$ cat src/rtl/clkdiv_pkg.sv
package clkdiv_pkg;
    localparam int CTRL_W  = 16;
    localparam int EN_LSB  = 16;

    typedef enum logic {
        RATIO_LINEAR = 1'b0,
        RATIO_POW2   = 1'b1
    } ratio_mode_e;
endpackage

$ cat src/rtl/ctrl_reg.sv
module ctrl_reg
    import clkdiv_pkg::*;
#(
    parameter logic [CTRL_W-1:0] RESET_VALUE = '0
) (
    input  logic              clk,
    input  logic              rst_n,
    input  logic              wr_en,
    input  logic [31:0]       wr_data,
    output logic [CTRL_W-1:0] ctrl_now,
    output logic [CTRL_W-1:0] ctrl_next
);
    typedef struct packed {
        logic [CTRL_W-1:0] bits;
    } reg_state_t;

    reg_state_t st_d, st_q;
    logic [CTRL_W-1:0] bit_en;

    always_comb begin
        st_d   = st_q;
        bit_en = wr_data[EN_LSB +: CTRL_W];
        if (wr_en) begin
            st_d.bits = (st_q.bits & ~bit_en) | (wr_data[CTRL_W-1:0] & bit_en);
        end
    end

    always_ff @(posedge clk or negedge rst_n) begin
        if (!rst_n) begin
            st_q.bits <= RESET_VALUE;
        end else begin
            st_q <= st_d;
        end
    end

    assign ctrl_now  = st_q.bits;
    assign ctrl_next = st_d.bits;
endmodule

$ cat src/rtl/ratio_decode.sv
module ratio_decode
    import clkdiv_pkg::*;
#(
    parameter int          RATIO_W = 4,
    parameter int          LIM_W   = 4,
    parameter ratio_mode_e MODE    = RATIO_LINEAR
) (
    input  logic [RATIO_W-1:0] field,
    output logic [LIM_W-1:0]   limit
);
    generate
        if (MODE == RATIO_POW2) begin : g_pow2
            always_comb begin
                limit = (LIM_W'(1) << field) - LIM_W'(1);
            end
        end else begin : g_linear
            always_comb begin
                limit = LIM_W'(field);
            end
        end
    endgenerate
endmodule

$ cat src/rtl/tick_divider.sv
module tick_divider #(
    parameter int LIM_W = 4
) (
    input  logic             clk,
    input  logic             rst_n,
    input  logic             tick_in,
    input  logic             restart,
    input  logic [LIM_W-1:0] next_limit,
    input  logic [LIM_W-1:0] reset_limit,
    output logic             tick_out
);
    typedef struct packed {
        logic [LIM_W-1:0] cnt;
        logic [LIM_W-1:0] limit;
        logic             pulse;
    } div_state_t;

    div_state_t st_d, st_q;

    always_comb begin
        st_d       = st_q;
        st_d.pulse = 1'b0;
        if (restart) begin
            st_d.cnt   = '0;
            st_d.limit = next_limit;
        end else if (tick_in) begin
            if (st_q.cnt == st_q.limit) begin
                st_d.pulse = 1'b1;
                st_d.cnt   = '0;
                st_d.limit = next_limit;
            end else begin
                st_d.cnt = st_q.cnt + LIM_W'(1);
            end
        end
    end

    always_ff @(posedge clk or negedge rst_n) begin
        if (!rst_n) begin
            st_q.cnt   <= '0;
            st_q.limit <= reset_limit;
            st_q.pulse <= 1'b0;
        end else begin
            st_q <= st_d;
        end
    end

    assign tick_out = st_q.pulse;
endmodule

$ cat src/rtl/clksel_divider.sv
module clksel_divider
    import clkdiv_pkg::*;
#(
    parameter int          NUM_PARENTS = 3,
    parameter int          SEL_POS     = 8,
    parameter int          SEL_W       = 2,
    parameter int          RATIO_POS   = 0,
    parameter int          RATIO_W     = 4,
    parameter ratio_mode_e MODE        = RATIO_LINEAR,
    parameter logic [15:0] RESET_VALUE = 16'h0100
) (
    input  logic                   clk,
    input  logic                   rst_n,
    input  logic                   wr_en,
    input  logic [31:0]            wr_data,
    output logic [31:0]            rd_data,
    input  logic [NUM_PARENTS-1:0] parent_tick,
    output logic                   out_tick
);
    localparam int LIM_W = (MODE == RATIO_POW2) ? (2 ** RATIO_W) : RATIO_W;

    logic [CTRL_W-1:0]  ctrl_now, ctrl_next;
    logic [LIM_W-1:0]   lim_next, lim_reset;
    logic               sel_tick;
    logic               sel_restart;

    ctrl_reg #(.RESET_VALUE(RESET_VALUE)) u_ctrl (
        .clk      (clk),
        .rst_n    (rst_n),
        .wr_en    (wr_en),
        .wr_data  (wr_data),
        .ctrl_now (ctrl_now),
        .ctrl_next(ctrl_next)
    );

    ratio_decode #(.RATIO_W(RATIO_W), .LIM_W(LIM_W), .MODE(MODE)) u_dec_next (
        .field(ctrl_next[RATIO_POS +: RATIO_W]),
        .limit(lim_next)
    );

    ratio_decode #(.RATIO_W(RATIO_W), .LIM_W(LIM_W), .MODE(MODE)) u_dec_rst (
        .field(RESET_VALUE[RATIO_POS +: RATIO_W]),
        .limit(lim_reset)
    );

    generate
        if (SEL_W == 0) begin : g_nomux
            always_comb begin
                sel_tick    = parent_tick[0];
                sel_restart = 1'b0;
            end
        end else begin : g_mux
            logic [SEL_W-1:0] sel_now, sel_next;
            always_comb begin
                sel_now     = ctrl_now[SEL_POS +: SEL_W];
                sel_next    = ctrl_next[SEL_POS +: SEL_W];
                sel_restart = (sel_now != sel_next);
                sel_tick    = 1'b0;
                for (int i = 0; i < NUM_PARENTS; i++) begin
                    if (32'(sel_now) == i) sel_tick = parent_tick[i];
                end
            end
        end
    endgenerate

    tick_divider #(.LIM_W(LIM_W)) u_div (
        .clk        (clk),
        .rst_n      (rst_n),
        .tick_in    (sel_tick),
        .restart    (sel_restart),
        .next_limit (lim_next),
        .reset_limit(lim_reset),
        .tick_out   (out_tick)
    );

    assign rd_data = {16'h0000, ctrl_now};
endmodule

$ cat config.mk
export PLATFORM = sky130hd
export DESIGN_NAME = clksel_divider
export DESIGN_NICKNAME = d
export VERILOG_FILES = /design/src/rtl/clkdiv_pkg.sv /design/src/rtl/ctrl_reg.sv /design/src/rtl/ratio_decode.sv /design/src/rtl/tick_divider.sv /design/src/rtl/clksel_divider.sv
export SDC_FILE = /design/constraint.sdc
export NUM_CORES = 1
export LEC_CHECK = 0
export BUFFER_PORTS_ARGS = -buffer_cell sky130_fd_sc_hd__buf_2
export CAP_MARGIN = 20
export CORE_ASPECT_RATIO = 1.25
export CORE_MARGIN = 5
export CORE_UTILIZATION = 45
export CTS_BUF_LIST = sky130_fd_sc_hd__clkbuf_2
export CTS_CLUSTER_SIZE = 14
export DETAILED_ROUTE_END_ITERATION = 8
export PLACE_DENSITY_LB_ADDON = 0.1
export SYNTH_ARGS = -nofsm -noshare
export SYNTH_HDL_FRONTEND = slang
export SYNTH_SLANG_ARGS = --single-unit
$ cat constraint.sdc
create_clock -name clk -period 2 [get_ports clk]
set_input_delay 0.4 -clock clk [delete_from_list [all_inputs] [get_ports clk]]
set_output_delay 0.4 -clock clk [all_outputs]
set_load 0.1 [all_outputs]
==> results of run 1 <==
cell usage after synthesis:
cell	instances	area, sq um
dfrtp_1	24	601
nand2_1	17	63.8
buf_4	16	120
mux2_2	16	180
xnor2_1	6	52.6
mux2_4	4	60.1
nand3_1	4	20.0
clkbuf_1	2	7.51
inv_1	2	7.51
nand4_1	2	12.5
o22ai_1	2	12.5
o2bb2ai_1	2	17.5
conb_1	1	3.75
dfstp_2	1	26.3
ha_1	1	12.5
mux2i_1	1	10.0
nor2_1	1	3.75
nor2b_1	1	6.26
nor3_1	1	5.00
o21a_4	1	15.0
o21ai_0	1	5.00
o22a_1	1	8.76
o22a_2	1	10.0
o311ai_0	1	8.76
xor2_1	1	8.76
cell families (layout without fill, tap and decap cells):
logic type               Yosys count  after routing  share of synthesized area, %
AO/OA/AOI/OAI                      9              9                          6.07
XOR/XNOR                           7              7                          4.79
adder cells (fa/ha/maj)            1              1                         0.978
buffers and inverters             20             60                          10.6
flip-flops                        25             25                          49.0
multiplexers                      21             21                          19.6
other                              1             16                         0.293
AND/OR/NAND/NOR                   26             26                          8.71
worst paths after layout:
kind | cells after the start | end | start | slack (ps)
max reg2reg | 4 | u_div.st_q[3] | u_ctrl.ctrl_now[8] | 340
min in group clk | 2 | flip-flop | wr_data[15] | 280
min reg2reg | 1 | flip-flop | flip-flop | 530
max | 1 | rd_data[8] | u_ctrl.ctrl_now[8] | 180
min | 1 | u_div.st_q[7] | rst_n | 4
max in group asynchronous | 1 | u_ctrl.ctrl_now[9] | rst_n | 1620
power breakdown:
group          internal, mW  leakage, nW  switching, mW
Sequential            0.621        0.300         0.0910
Clock                0.0454       0.0164          0.146
Combinational         0.255        0.466          0.678
Total                 0.921        0.782          0.915
area by class of cell:
class | instances | area, sq um | share of cell area [%]
Multi-Input combinational cell | 80 | 573 | 37.2
Tap cell | 34 | 42.5 | 2.76
Sequential cell | 25 | 628 | 40.7
Clock inverter | 1 | 5.00 | 0.325
Clock buffer | 3 | 15.0 | 0.974
Inverter | 2 | 7.51 | 0.487
Timing Repair Buffer | 54 | 270 | 17.5
worst reg2reg max path: stages (launching register included):
cell     delay, ps
dfstp_2        640
mux2i_1        240
o22a_2         210
o21a_4         180
mux2_4         300
cells in the final DEF, fill, tap and decap left out, types with 3 or more instances in the layout:
master / n
conb_1: 16
buf_2: 54
nand3_1: 4
dfrtp_1: 23
clkbuf_2: 3
nand2_1: 17
mux2_4: 4
mux2_2: 16
xnor2_1: 6
routing by layer:
| metal | vias to the layer above | part of all wire (%) |
|---|---|---|
| li1 | 453 | - |
| met1 | 438 | 37 |
| met2 | 42 | 53 |
| met3 | 2 | 8.9 |
| met4 | 0 | 0.76 |
| met5 | - | 0 |
metrics by stage:
stage               setup slack, ps  instance area [sq um]
floorplan                      29.5                   1340
global placement                343                   1520
detailed placement              304                   1520
CTS                             159                   1540
global route                    125                   1540
finish                          183                   1540
==> metrics.md, run 1 <==
| Metric | Value |
|---|---|
| Setup Total Neg Slack | 0 ps |
| Grt ovf | 0 |
| Die width | 57.7 microns |
| Drt first-iter violations | 20 |
| Number of H-tree levels | 1 |
| CP Buf/Inv Count | 1 |
| Pleak | 0.782 nW |
| Gr usage total | 13.2% |
| Max-cap violation count | 0 |
| Core Box Area | 2710 sq um |
| Dpl cells | 195 |
| Worst-Skew Late Latency | 330 ps |
| Worst setup SP type | flip-flop |
| Clock tree buffer depth | 2 |
| Cells after Synth | 110 |
| Met2 usage | 23.6% |
| Routed WL per cell | 13.2 microns |
| Crit-path leading delay family | flip-flops |
| Status | completed |
| Peak VDD IR | 0.644 mV |
| Global-route layer with the greatest usage | met2 |
| Slew Limit Headroom | 63.7% |
| Minimum clock period | 1820 ps |
| Finished Layout Cells | 199 |
| First-pass GRT wire length | 4.27 mm |
| Synth Warn # | 0 |
| Row count | 21 |
| Layout Area Growth over Synthesis | 20.5% |
| CP Capture Type | output pin |
| Crit-path cells | buf_2 |
| Initial Utilization | 47.2% |
| Nets | 205 |
| Routed Wire Length | 2.63 mm |
| Largest net degree at the start of global routing | 26 |
| M3 GR Usage | 2.61% |
| Port bufs | 54 |
| PostCTS Resize Cnt | 0 |
| Post-synthesis sequential area ratio | 49.0% |
| Critical path fanouts, max | 6 |
| Routability cong. | 0.767 |
| Cts hold-fix bufs | 0 |
| Router iterations before antenna repair | 4 |
| Fin Hold WS | 4.20 ps |
| DRC Markers | 0 |
| Total number of vias | 935 |
| Worst stage delay on the critical path | 640 ps |
| Avg Inst Size Synth | 11.6 sq um |
| Final Power | 1.84 mW |
| Via density | 4.70 |
| Post-route clock period utilization | 90.9% |
| Max stage delay cell, worst path | dfstp_2 |
| Met1 Track Usage GR | 15.5% |
| CP arrival | 1420 ps |
| Initial antenna violation count | 0 |
| DP Wirelength | 2.12 mm |
| Layout cells sized above 1 | 49.7% |
| Full die area | 4010 sq um |
| CTS tree | yes |
| Count of final hold-check violations | 0 |
| Setup Skew | 4.56 ps |
| Crit Path Class | flip-flop to output pin |
| Worst-path clk slew | 230 ps |
| Final core occ | 57.0% |
| Io pins | 71 |
| Synthesized cell area | 1280 sq um |
| PD cells | 1190 nW/um^2 |
| Diodes inserted | 0 |
| Distinct cells, synth | 25 |
| Setup violators final | 0 |
| Postcts setup bufs | 0 |
| Clock root buffer | clkbuf_2 |
| Synth Register Bits | 25 |
| Crit path required time | 1600 ps |
| Vias in the first global route | 925 |
| Num CTS Buffers | 3 |
| Clock sinks | 25 |
| RSZ-0062 raised after global routing | no |
| Slew @ Worst Pin | 545 ps |
| Fmax | 0.550 GHz |
| Fill cells | 245 |
| Antenna viol nets, final | 0 |
| Final Slew Violations | 0 |
| Chip height | 69.6 microns |
| Worst min-delay path class | input port to async pin |
(Power assumes the default switching activity.)
==> run 2: changes to the inputs <==
- CORE_UTILIZATION: 45 -> 49
- clock period: 2 -> 2.15 ns (I/O delays scaled with it)
==> metrics.md, run 2 (synthesized netlist as in run 1, its figures left out) <==
| Metric | Value |
|---|---|
| Status | completed |
| Worst stage delay on the critical path | 630 ps (about the same) |
| PostCTS Resize Cnt | 0 (unchanged) |
| Worst setup SP type | flip-flop |
| Post-route setup slack | 322 ps (+139 ps) |
| Diodes inserted | 0 (unchanged) |
| Worst path depth | 1 (unchanged) |
| Die width | 55.7 microns (-3.5%) |
| Crit-path cells | buf_2 |
| PD cells | 1110 nW/um^2 (-7.1%) |
| Nets | 206 (+0.49%) |
| Row count | 20 (-4.8%) |
| Most common cell after layout, fill and taps aside | buf_2 |
| Number of H-tree levels | 1 (unchanged) |
| Vias in the first global route | 925 (unchanged) |
| CP Buf/Inv Count | 1 (unchanged) |
| Postcts setup bufs | 0 (unchanged) |
| Max stage delay cell, worst path | dfstp_2 |
| Crit path capture | rd_data[8] |
| Pleak | 0.788 nW (+0.78%) |
| Clock tree buffer depth | 2 (unchanged) |
| Largest net degree at the start of global routing | 26 (unchanged) |
| Crit-path leading delay family | flip-flops |
| Final core occ | 62.4% (+5.5 points) |
| CP startpoint | u_ctrl.ctrl_now[8] |
| Clock sinks | 25 (unchanged) |
| Met1 Track Usage GR | 15.2% (-0.28 points) |
| Drt first-iter violations | 15 (-25%) |
| Worst-Skew Late Latency | 330 ps (about the same) |
| Cts hold-fix bufs | 0 (unchanged) |
| Total number of vias | 927 (-0.86%) |
| Clock root buffer | clkbuf_2 |
| Worst-path clk slew | 220 ps (about the same) |
| Port bufs | 54 (unchanged) |
| Io pins | 71 (unchanged) |
| Layout Area Growth over Synthesis | 20.9% |
| Most frequent cells in the layout | buf_2 (54), dfrtp_1 (24), nand2_1 (17) |
| Chip height | 67.1 microns (-3.6%) |
| Layout cells sized above 1 | 49.4% (-0.30 points) |
| Crit path required time | 1720 ps (+120 ps) |
| CTS tree | yes |
| Router iterations before antenna repair | 4 (unchanged) |
| DRC Markers | 0 (unchanged) |
| Finished Layout Cells | 199 (unchanged) |
| Routability cong. | 0.756 (-1.4%) |
| M3 GR Usage | 4.65% (+2.0 points) |
| Setup Skew | 4.88 ps (+0.322 ps) |
| Reg-to-reg critical path endpoint | u_div.st_q[4] |
| DP Wirelength | 2.03 mm (-4.1%) |
| Core Box Area | 2480 sq um (-8.5%) |
| Final Slew Violations | 0 (unchanged) |
| Worst r2r path cells | 4 (unchanged) |
| Gr usage total | 13.3% (+0.14 points) |
| Critical path fanouts, max | 6 (unchanged) |
| Slew Limit Headroom | 62.9% (-0.76 points) |
| Fmax | 0.547 GHz |
| Count of final hold-check violations | 0 (unchanged) |
| CP arrival | 1400 ps (-20 ps) |
| Met2 usage | 22.9% (-0.69 points) |
| Global-route layer with the greatest usage | met2 |
| First-pass GRT wire length | 3.97 mm (-7.0%) |
| Grt ovf | 0 (unchanged) |
| Routed Wire Length | 2.50 mm (-4.9%) |
| Initial Utilization | 51.6% (+4.4 points) |
| Via density | 4.66 (-0.86%) |
| Slew @ Worst Pin | 557 ps (+11.4 ps) |
| Post-route clock period utilization | 85.0% |
| Crit Path Class | flip-flop to output pin |
| RR Startpoint | u_ctrl.ctrl_now[8] |
| RSZ-0062 raised after global routing | no |
| Peak VDD IR | 0.485 mV (-25%) |
| Antenna viol nets, final | 0 (unchanged) |
| Setup Total Neg Slack | 0 ps (unchanged) |
| Dpl cells | 195 (unchanged) |
| Worst min-delay path class | input port to async pin |
| Routed WL per cell | 12.6 microns (-4.9%) |
| CP Capture Type | output pin |
| Setup violators final | 0 (unchanged) |
| Initial antenna violation count | 0 (unchanged) |
| Max-cap violation count | 0 (unchanged) |
| Full die area | 3740 sq um (-6.9%) |
| Num CTS Buffers | 3 (unchanged) |
| Reg-to-reg setup timing slack | 510 ps (+170 ps) |
| Place WS | 527 ps (+223 ps) |
| Minimum clock period | 1830 ps |
run 2: changes by cell type in the layout (fill, tap and decap cells not counted):
cell,previous run,this run
buf_4,0,1
clkinv_2,1,0
clkbuf_2,3,4
dfrtp_2,1,0
dfrtp_1,23,24
run 2: cell type report:
class	instances	area (sq um)
Fill cell	217	931
Sequential cell	25	627
Multi-Input combinational cell	80	573
Timing Repair Buffer	55	278
Tap cell	33	41.3
Clock buffer	4	20.0
Inverter	2	7.51
run 2: per-layer routing:
layer,wire [microns],vias up
li1,-,454
met2,1230,42
met4,10,0
met5,0,-
met3,260,2
met1,1010,429
run 2: how the worst min path moves through the flow:
stage	start	cells past startpoint	to	slack, ps
after floorplan	rst_n	0	async pin	130
after global placement	rst_n	1	u_ctrl.ctrl_now[9]	450
after detailed placement	rst_n	1	u_ctrl.ctrl_now[9]	450
after CTS	rst_n	1	u_div.st_q[7]	40
after global routing	rst_n	1	u_div.st_q[7]	50
final	rst_n	1	async pin	50
run 2: power breakdown:
part	switching [mW]	total, mW	internal (mW)
Combinational	0.630	0.869	0.239
Sequential	0.0860	0.663	0.577
Clock	0.131	0.180	0.0492
Total	0.847	1.71	0.865
run 2: per-stage QoR:
stage               hold WS [ps]  power, mW  instance area, sq um
global route                46.9       1.80                  1550
floorplan                    134       1.42                  1340
global placement             447       1.53                  1530
CTS                         38.9       1.73                  1550
detailed placement           449       1.54                  1530
finish                      47.4       1.71                  1550
